**config.mk**
```make
export PLATFORM = sky130hd
export DESIGN_NAME = tw_ring_patgen
export DESIGN_NICKNAME = d
export VERILOG_FILES = /design/src/rtl/twr_pkg.sv /design/src/rtl/twr_mode_switch.sv /design/src/rtl/twr_seg_ctr.sv /design/src/rtl/twr_run_ctl.sv /design/src/rtl/tw_ring_patgen.sv
export SDC_FILE = /design/constraint.sdc
export NUM_CORES = 1
export LEC_CHECK = 0
export ABC_CLOCK_PERIOD_IN_PS = 2000
export BUFFER_PORTS_ARGS = -buffer_cell sky130_fd_sc_hd__buf_2
export CORE_AREA = 2 2 81 83
export CTS_CLUSTER_SIZE = 8
export DETAILED_ROUTE_END_ITERATION = 8
export DIE_AREA = 0 0 83 85
export PLACE_DENSITY = 0.75
export SYNTH_ARGS = -nofsm -noshare
export SYNTH_HDL_FRONTEND = slang
export SYNTH_HIERARCHICAL = 1
export SYNTH_SLANG_ARGS = --single-unit
```
**constraint.sdc**
```tcl
create_clock -name clk -period 2 [get_ports clk]
set_input_delay 0.1 -clock clk [delete_from_list [all_inputs] [get_ports clk]]
set_output_delay 0.1 -clock clk [all_outputs]
set_load 0.01 [all_outputs]
```
**src/rtl/twr_pkg.sv**
```systemverilog
package twr_pkg;
    typedef enum logic [1:0] {
        SEG_HOLD  = 2'b00,
        SEG_RING  = 2'b01,
        SEG_TWIST = 2'b10,
        SEG_RSVD  = 2'b11
    } seg_mode_e;

    typedef enum logic [1:0] {
        GEN_IDLE = 2'b00,
        GEN_RUN  = 2'b01,
        GEN_DONE = 2'b10
    } gen_state_e;
endpackage

```
**src/rtl/twr_mode_switch.sv**
```systemverilog
module twr_mode_switch #(
    parameter int NSEG = 4
) (
    input  logic [2*NSEG-1:0] ctrl_in,
    output logic [NSEG-1:0]   shift_en,
    output logic [NSEG-1:0]   twist
);
    import twr_pkg::*;

    for (genvar s = 0; s < NSEG; s++) begin : g_dec
        seg_mode_e fld;
        assign fld = seg_mode_e'(ctrl_in[2*s +: 2]);
        always_comb begin
            shift_en[s] = 1'b0;
            twist[s]    = 1'b0;
            unique case (fld)
                SEG_RING:  shift_en[s] = 1'b1;
                SEG_TWIST: begin
                    shift_en[s] = 1'b1;
                    twist[s]    = 1'b1;
                end
                SEG_HOLD, SEG_RSVD: ;
                default: ;
            endcase
        end
    end
endmodule

```
**src/rtl/twr_seg_ctr.sv**
```systemverilog
module twr_seg_ctr #(
    parameter int K = 8
) (
    input  logic         clk,
    input  logic         rst,
    input  logic         ld,
    input  logic [K-1:0] seed,
    input  logic         adv,
    input  logic         shift_en,
    input  logic         twist,
    output logic [K-1:0] q
);
    logic fb;
    assign fb = q[K-1] ^ twist;

    always_ff @(posedge clk) begin
        if (rst)                 q <= '0;
        else if (ld)             q <= seed;
        else if (adv && shift_en) q <= {q[K-2:0], fb};
    end

    // load wins
    assert_seed_load_R2: assert property (@(posedge clk) disable iff (rst)
        ld |=> q == $past(seed));
    // no advance or hold code keeps the value
    assert_hold_R3: assert property (@(posedge clk) disable iff (rst)
        (!ld && (!shift_en || !adv)) |=> $stable(q));
    // ring rotation
    assert_ring_R4: assert property (@(posedge clk) disable iff (rst)
        (!ld && adv && shift_en && !twist) |=> q == {$past(q[K-2:0]), $past(q[K-1])});
    // twisted rotation
    assert_twist_R5: assert property (@(posedge clk) disable iff (rst)
        (!ld && adv && shift_en && twist) |=> q == {$past(q[K-2:0]), ~$past(q[K-1])});
endmodule

```
**src/rtl/twr_run_ctl.sv**
```systemverilog
module twr_run_ctl #(
    parameter int RUN_W = 16
) (
    input  logic             clk,
    input  logic             rst,
    input  logic             start,
    input  logic             enable,
    input  logic             hold,
    input  logic [RUN_W-1:0] run_len,
    output logic             adv,
    output logic             done
);
    import twr_pkg::*;

    gen_state_e       state, state_nx;
    logic [RUN_W-1:0] rem;
    logic             len_zero;
    logic             last;

    assign len_zero = (run_len == '0);
    assign last     = (rem == RUN_W'(1));

    always_comb begin
        state_nx = state;
        unique case (state)
            GEN_IDLE: if (start) state_nx = len_zero ? GEN_DONE : GEN_RUN;
            GEN_RUN: begin
                if (start)                         state_nx = len_zero ? GEN_DONE : GEN_RUN;
                else if (enable && !hold && last)  state_nx = GEN_DONE;
            end
            GEN_DONE: if (start) state_nx = len_zero ? GEN_DONE : GEN_RUN;
            default: state_nx = GEN_IDLE;
        endcase
    end

    always_ff @(posedge clk) begin
        if (rst) begin
            state <= GEN_IDLE;
            rem   <= '0;
        end else begin
            state <= state_nx;
            if (start)    rem <= run_len;
            else if (adv) rem <= rem - RUN_W'(1);
        end
    end

    always_comb begin
        adv  = 1'b0;
        done = 1'b0;
        unique case (state)
            GEN_RUN:  adv  = enable && !hold;
            GEN_DONE: done = 1'b1;
            GEN_IDLE: ;
            default: ;
        endcase
    end

    assert_rem_live_R9: assert property (@(posedge clk) disable iff (rst)
        (state == GEN_RUN) |-> rem != '0);
    assert_done_sticky_R9: assert property (@(posedge clk) disable iff (rst)
        (done && !start) |=> (done && !adv));
    assert_zero_len_R10: assert property (@(posedge clk) disable iff (rst)
        (start && len_zero) |=> done);
    assert_pause_R8: assert property (@(posedge clk) disable iff (rst)
        (state == GEN_RUN && !enable && !start) |=> $stable(rem));
    assert_restart_R11: assert property (@(posedge clk) disable iff (rst)
        (start && !len_zero) |=> (rem == $past(run_len) && !done));
endmodule

```
**src/rtl/tw_ring_patgen.sv**
```systemverilog
module tw_ring_patgen #(
    parameter int NSEG  = 4,
    parameter int K     = 8,
    parameter int RUN_W = 16
) (
    input  logic                clk,
    input  logic                rst,
    input  logic                seed_ld,
    input  logic [NSEG*K-1:0]   seed_in,
    input  logic [2*NSEG-1:0]   ctrl_in,
    input  logic [RUN_W-1:0]    run_len,
    input  logic                start,
    input  logic                enable,
    output logic [NSEG*K-1:0]   pat_out,
    output logic                pat_vld,
    output logic                done
);
    localparam int W = NSEG * K;

    logic [NSEG-1:0] shift_en;
    logic [NSEG-1:0] twist;
    logic            adv;

    twr_mode_switch #(.NSEG(NSEG)) u_mode (
        .ctrl_in  (ctrl_in),
        .shift_en (shift_en),
        .twist    (twist)
    );

    twr_run_ctl #(.RUN_W(RUN_W)) u_ctl (
        .clk     (clk),
        .rst     (rst),
        .start   (start),
        .enable  (enable),
        .hold    (seed_ld),
        .run_len (run_len),
        .adv     (adv),
        .done    (done)
    );

    for (genvar s = 0; s < NSEG; s++) begin : g_seg
        twr_seg_ctr #(.K(K)) u_seg (
            .clk      (clk),
            .rst      (rst),
            .ld       (seed_ld),
            .seed     (seed_in[s*K +: K]),
            .adv      (adv),
            .shift_en (shift_en[s]),
            .twist    (twist[s]),
            .q        (pat_out[s*K +: K])
        );
    end

    assign pat_vld = adv;

    assert_vld_gate_R7: assert property (@(posedge clk) disable iff (rst)
        pat_vld |-> (enable && !seed_ld));
    assert_frozen_R9: assert property (@(posedge clk) disable iff (rst)
        (done && !seed_ld && !start) |=> pat_out == $past(pat_out));
    initial assert (W > 0 && K > 1);
endmodule

```
==> run_results.csv <==
group,metric,value,unit
run,cap_violations,0,
critical_path,required,2.22,ns
drt,vias_per_cell,5.49,
synth,synth_cell_type_count,41,
floorplan,initial_core_util,43.6,%
cts,clk_pin_slew,0.09,ns
grt,grt_pass1_wl,11300,um
timing,final_hold_viol_count,0,
cells_and_area,drive_above_1_share,40.6,%
drt,drt_wl_total,6830,um
drt,avgRoutedWirePerCell,14.0,um
cts,tritoncts,"done",
synth,synth.net_count,381,
power_and_ir_drop,total_power,2.29,mW
floorplan,dieArea,0.00706,sq mm
outcome,outcome,"finished, violations left",
power_and_ir_drop,powerDensity,658,mW/mm^2
grt,antenna_found_initial,0,
critical_path,cp_num_buf_inv,0,
critical_path,critPathTopFamily,"simple AND/OR/NAND/NOR gates",
grt,grt_pass1_vias,2508,
grt,grt_use_total,19.3,%
floorplan,fp-row-count,29,
cts,cts_setup_buffers,0,
timing,relSlewSlack,56.5,%
placed_design,dp_hpwl,4800,um
cts,clk_path_buf_depth,2,
synth,postSynthAreaPerCell,8.61,sq um
critical_path,end_kind,"register",
synth,synthFlopType,"dfxtp_1",
synth,ys_ff_latch,50,
critical_path,critPathMaxStageDelay,0.55,ns
timing,setup_ws,-0.00402,ns
critical_path,crit_chain,"or4_4, or3_4, or3_4, a311oi_2",
cts,cts_root_buffer,"clkbuf_8",
floorplan,ioPinCount,95,
critical_path,criticalPathCategory,"register to register",
timing,finalWorstPathRequiredPeriod,2.00,ns
power_and_ir_drop,p_leak,1.56,nW
hold_path,hold_path.class,"input port to register",
timing,holdWs,0.0353,ns
critical_path,arrival,2.22,ns
grt,grt_max_degree,66,
synth,synthTopCellsByArea,"dfxtp_1, a211oi_1, and3_2",
drt,ant_nets,0,
timing,clock_skew,0.00710,ns
cells_and_area,antennaDiodeCount,0,
power_and_ir_drop,ir_drop,0.477,mV
drt,drt_iter0_drc,73,
synth,yosysSeqAreaShare,37.0,%
synth,synth.top_cell.area_share,37.0,%
placed_design,dpl_cell_area,0.00333,sq mm
drt,vias,2677,
cts,clock-sinks,50,
synth,synth.cell_area,0.00270,sq mm
placed_design,place.gp.congestion,0.862,
synth,syn_inst,314,
critical_path,path_common_cell,"or3_4",
floorplan,die_w,83,um
cells_and_area,final_core_utilization,56.2,%
critical_path,cp-start-kind,"register",
placed_design,dpl_worst_slack,-0.0163,ns
timing,finalCritPeriodShare,100,%
floorplan,core_area,0.00620,sq mm
timing,finalSetupViolCount,1,
critical_path,slowest_stage,"or4_4",
outcome,failed_checks,"negative setup slack",
cells_and_area,design_area,0.00349,sq mm
critical_path,crit_path_max_fanout,3,
drt,drt_pass1_iterations,4,
cells_and_area,area_growth,28.9,%
synth,synth_top_area_cell,"dfxtp_1",
synth,yosysWarnings,6,
timing,grt_setup_unrepaired,"true",
cts,htreeDepth,2,
floorplan,die_h,85,um
cts,insertion_delay,0.30,ns
cts,cts_buffers,5,
grt,grt-ovfl-total,0,
placed_design,port_buffers,94,
timing,fmax,0.499,GHz
synth,synth_edf_count,0,
synth,synthArstFlopShare,0,%
cells_and_area,nets,477,
timing,tightest_slew,0.652,ns
timing,drv_slew,0,
drt,route.detailed.drc,0,
cells in the final DEF, fill, tap and decap left out, types with 2 or more instances in the layout:
| cell | Yosys | final |
|---|---|---|
| nor3_1 | 28 | 28 |
| buf_4 | 0 | 11 |
| a311oi_2 | 0 | 2 |
| a311o_1 | 4 | 4 |
| nand3_1 | 2 | 2 |
| clkinv_2 | 0 | 2 |
| a211oi_1 | 35 | 35 |
| or3_1 | 4 | 3 |
| a21oi_2 | 4 | 4 |
| clkbuf_8 | 0 | 5 |
| dfxtp_1 | 50 | 46 |
| nor2_1 | 16 | 16 |
| or3_4 | 0 | 2 |
| xor2_1 | 6 | 6 |
| nand2_1 | 12 | 12 |
| or2_2 | 2 | 2 |
| nor2b_1 | 29 | 29 |
| buf_2 | 5 | 94 |
| o31ai_1 | 3 | 3 |
| inv_1 | 13 | 13 |
| or4_1 | 2 | 2 |
| and3_2 | 28 | 28 |
| a311oi_1 | 6 | 4 |
| ha_1 | 6 | 6 |
| nor4_1 | 4 | 4 |
| buf_6 | 0 | 2 |
| or4_4 | 2 | 3 |
| nand4b_1 | 4 | 4 |
| xnor2_1 | 5 | 5 |
| dfxtp_2 | 0 | 4 |
| a21oi_1 | 7 | 7 |
| o21ai_0 | 7 | 6 |
registers in the layout, indices dropped and copies added (netlist names):
| register | flops |
|---|---|
| u_ctl/state | 2 |
| u_ctl/rem | 16 |
| g_seg.u_seg/q | 32 |
layout make-up:
| class | instances | area, sq um |
|---|---|---|
| clock buffer | 5 | 68.8 |
| sequential | 50 | 1010 |
| tap | 77 | 96.3 |
| inverter | 13 | 48.8 |
| timing repair buffer | 108 | 596 |
| fill | 594 | 2720 |
| clock inverter | 3 | 40.0 |
| multi-input combinational | 232 | 1630 |
per-stage QoR:
step | instances | TNS [ns]
2_1_floorplan | 314 | 0
3_3_place_gp | 480 | -0.00350
3_5_place_dp | 480 | -0.0339
4_1_cts | 488 | -0.0788
5_1_grt | 488 | -0.0942
6_report | 488 | -0.00402
Yosys cell counts (5+ instances only):
library cell	count
a211oi_1	35
nor3_1	28
inv_1	13
clkbuf_1	9
dfxtp_1	50
ha_1	6
o21ai_0	7
nor2b_1	29
nor2_1	16
buf_2	5
xnor2_1	5
a21oi_1	7
and3_2	28
nand2_1	12
xor2_1	6
buf_1	5
a311oi_1	6
kinds of logic (layout without fill, tap and decap cells):
| group | count (synthesis) | after routing | synth area share, % |
|---|---|---|---|
| flip-flops | 50 | 50 | 37.0 |
| AO/OA/AOI/OAI | 70 | 70 | 19.0 |
| XOR/XNOR | 11 | 11 | 3.56 |
| AND/OR/NAND/NOR | 143 | 143 | 32.2 |
| multiplexers | 2 | 2 | 0.787 |
| adder cells (fa/ha/maj) | 6 | 6 | 2.78 |
| buffers and inverters | 32 | 129 | 4.67 |
metal layers:
metal,GRT usage [%],wire [um],up-vias
li1,-,-,1355
met1,25.1,3250,1233
met2,32.3,3180,83
met3,4.67,344,6
met4,4.92,57,0
met5,0,0,-
power by group:
part / internal (mW) / switching (mW) / leakage (nW)
clock: 0.369 / 0.339 / 0.0579
combinational: 0.221 / 0.240 / 1.08
sequential: 1.07 / 0.0565 / 0.417
total: 1.66 / 0.635 / 1.56
worst paths after layout:
kind,start,end,cells past startpoint,slack (ns)
setup / recovery,u_ctl/rem[9]$_SDFFE_PP0P_,u_ctl/rem[14]$_SDFFE_PP0P_,4,-0.004
hold reg to reg,u_ctl/rem[8]$_SDFFE_PP0P_,u_ctl/rem[8]$_SDFFE_PP0P_,2,0.52
hold / removal,seed_in[0],g_seg[0].u_seg/q[0]$_SDFFE_PP0P_,3,0.04
setup reg to reg,u_ctl/rem[9]$_SDFFE_PP0P_,u_ctl/rem[14]$_SDFFE_PP0P_,4,-0.004
worst reg2reg max path, delay by kind of cell, from the launching register on:
kind / cells / cell delay (ns)
DFF: 1 / 0.33
AOI/OAI and AO/OA: 1 / 0.28
and+or+nand+nor: 3 / 1.31
timing repair:
| item | in CTS | in global routing |
|---|---|---|
| setup endpoints to repair | 3 | 7 |
| hold buffers | 0 | 0 |
| resized for setup | 2 | 12 |
| pin swaps | 1 | 9 |
Power figures use the tool's default switching activity.
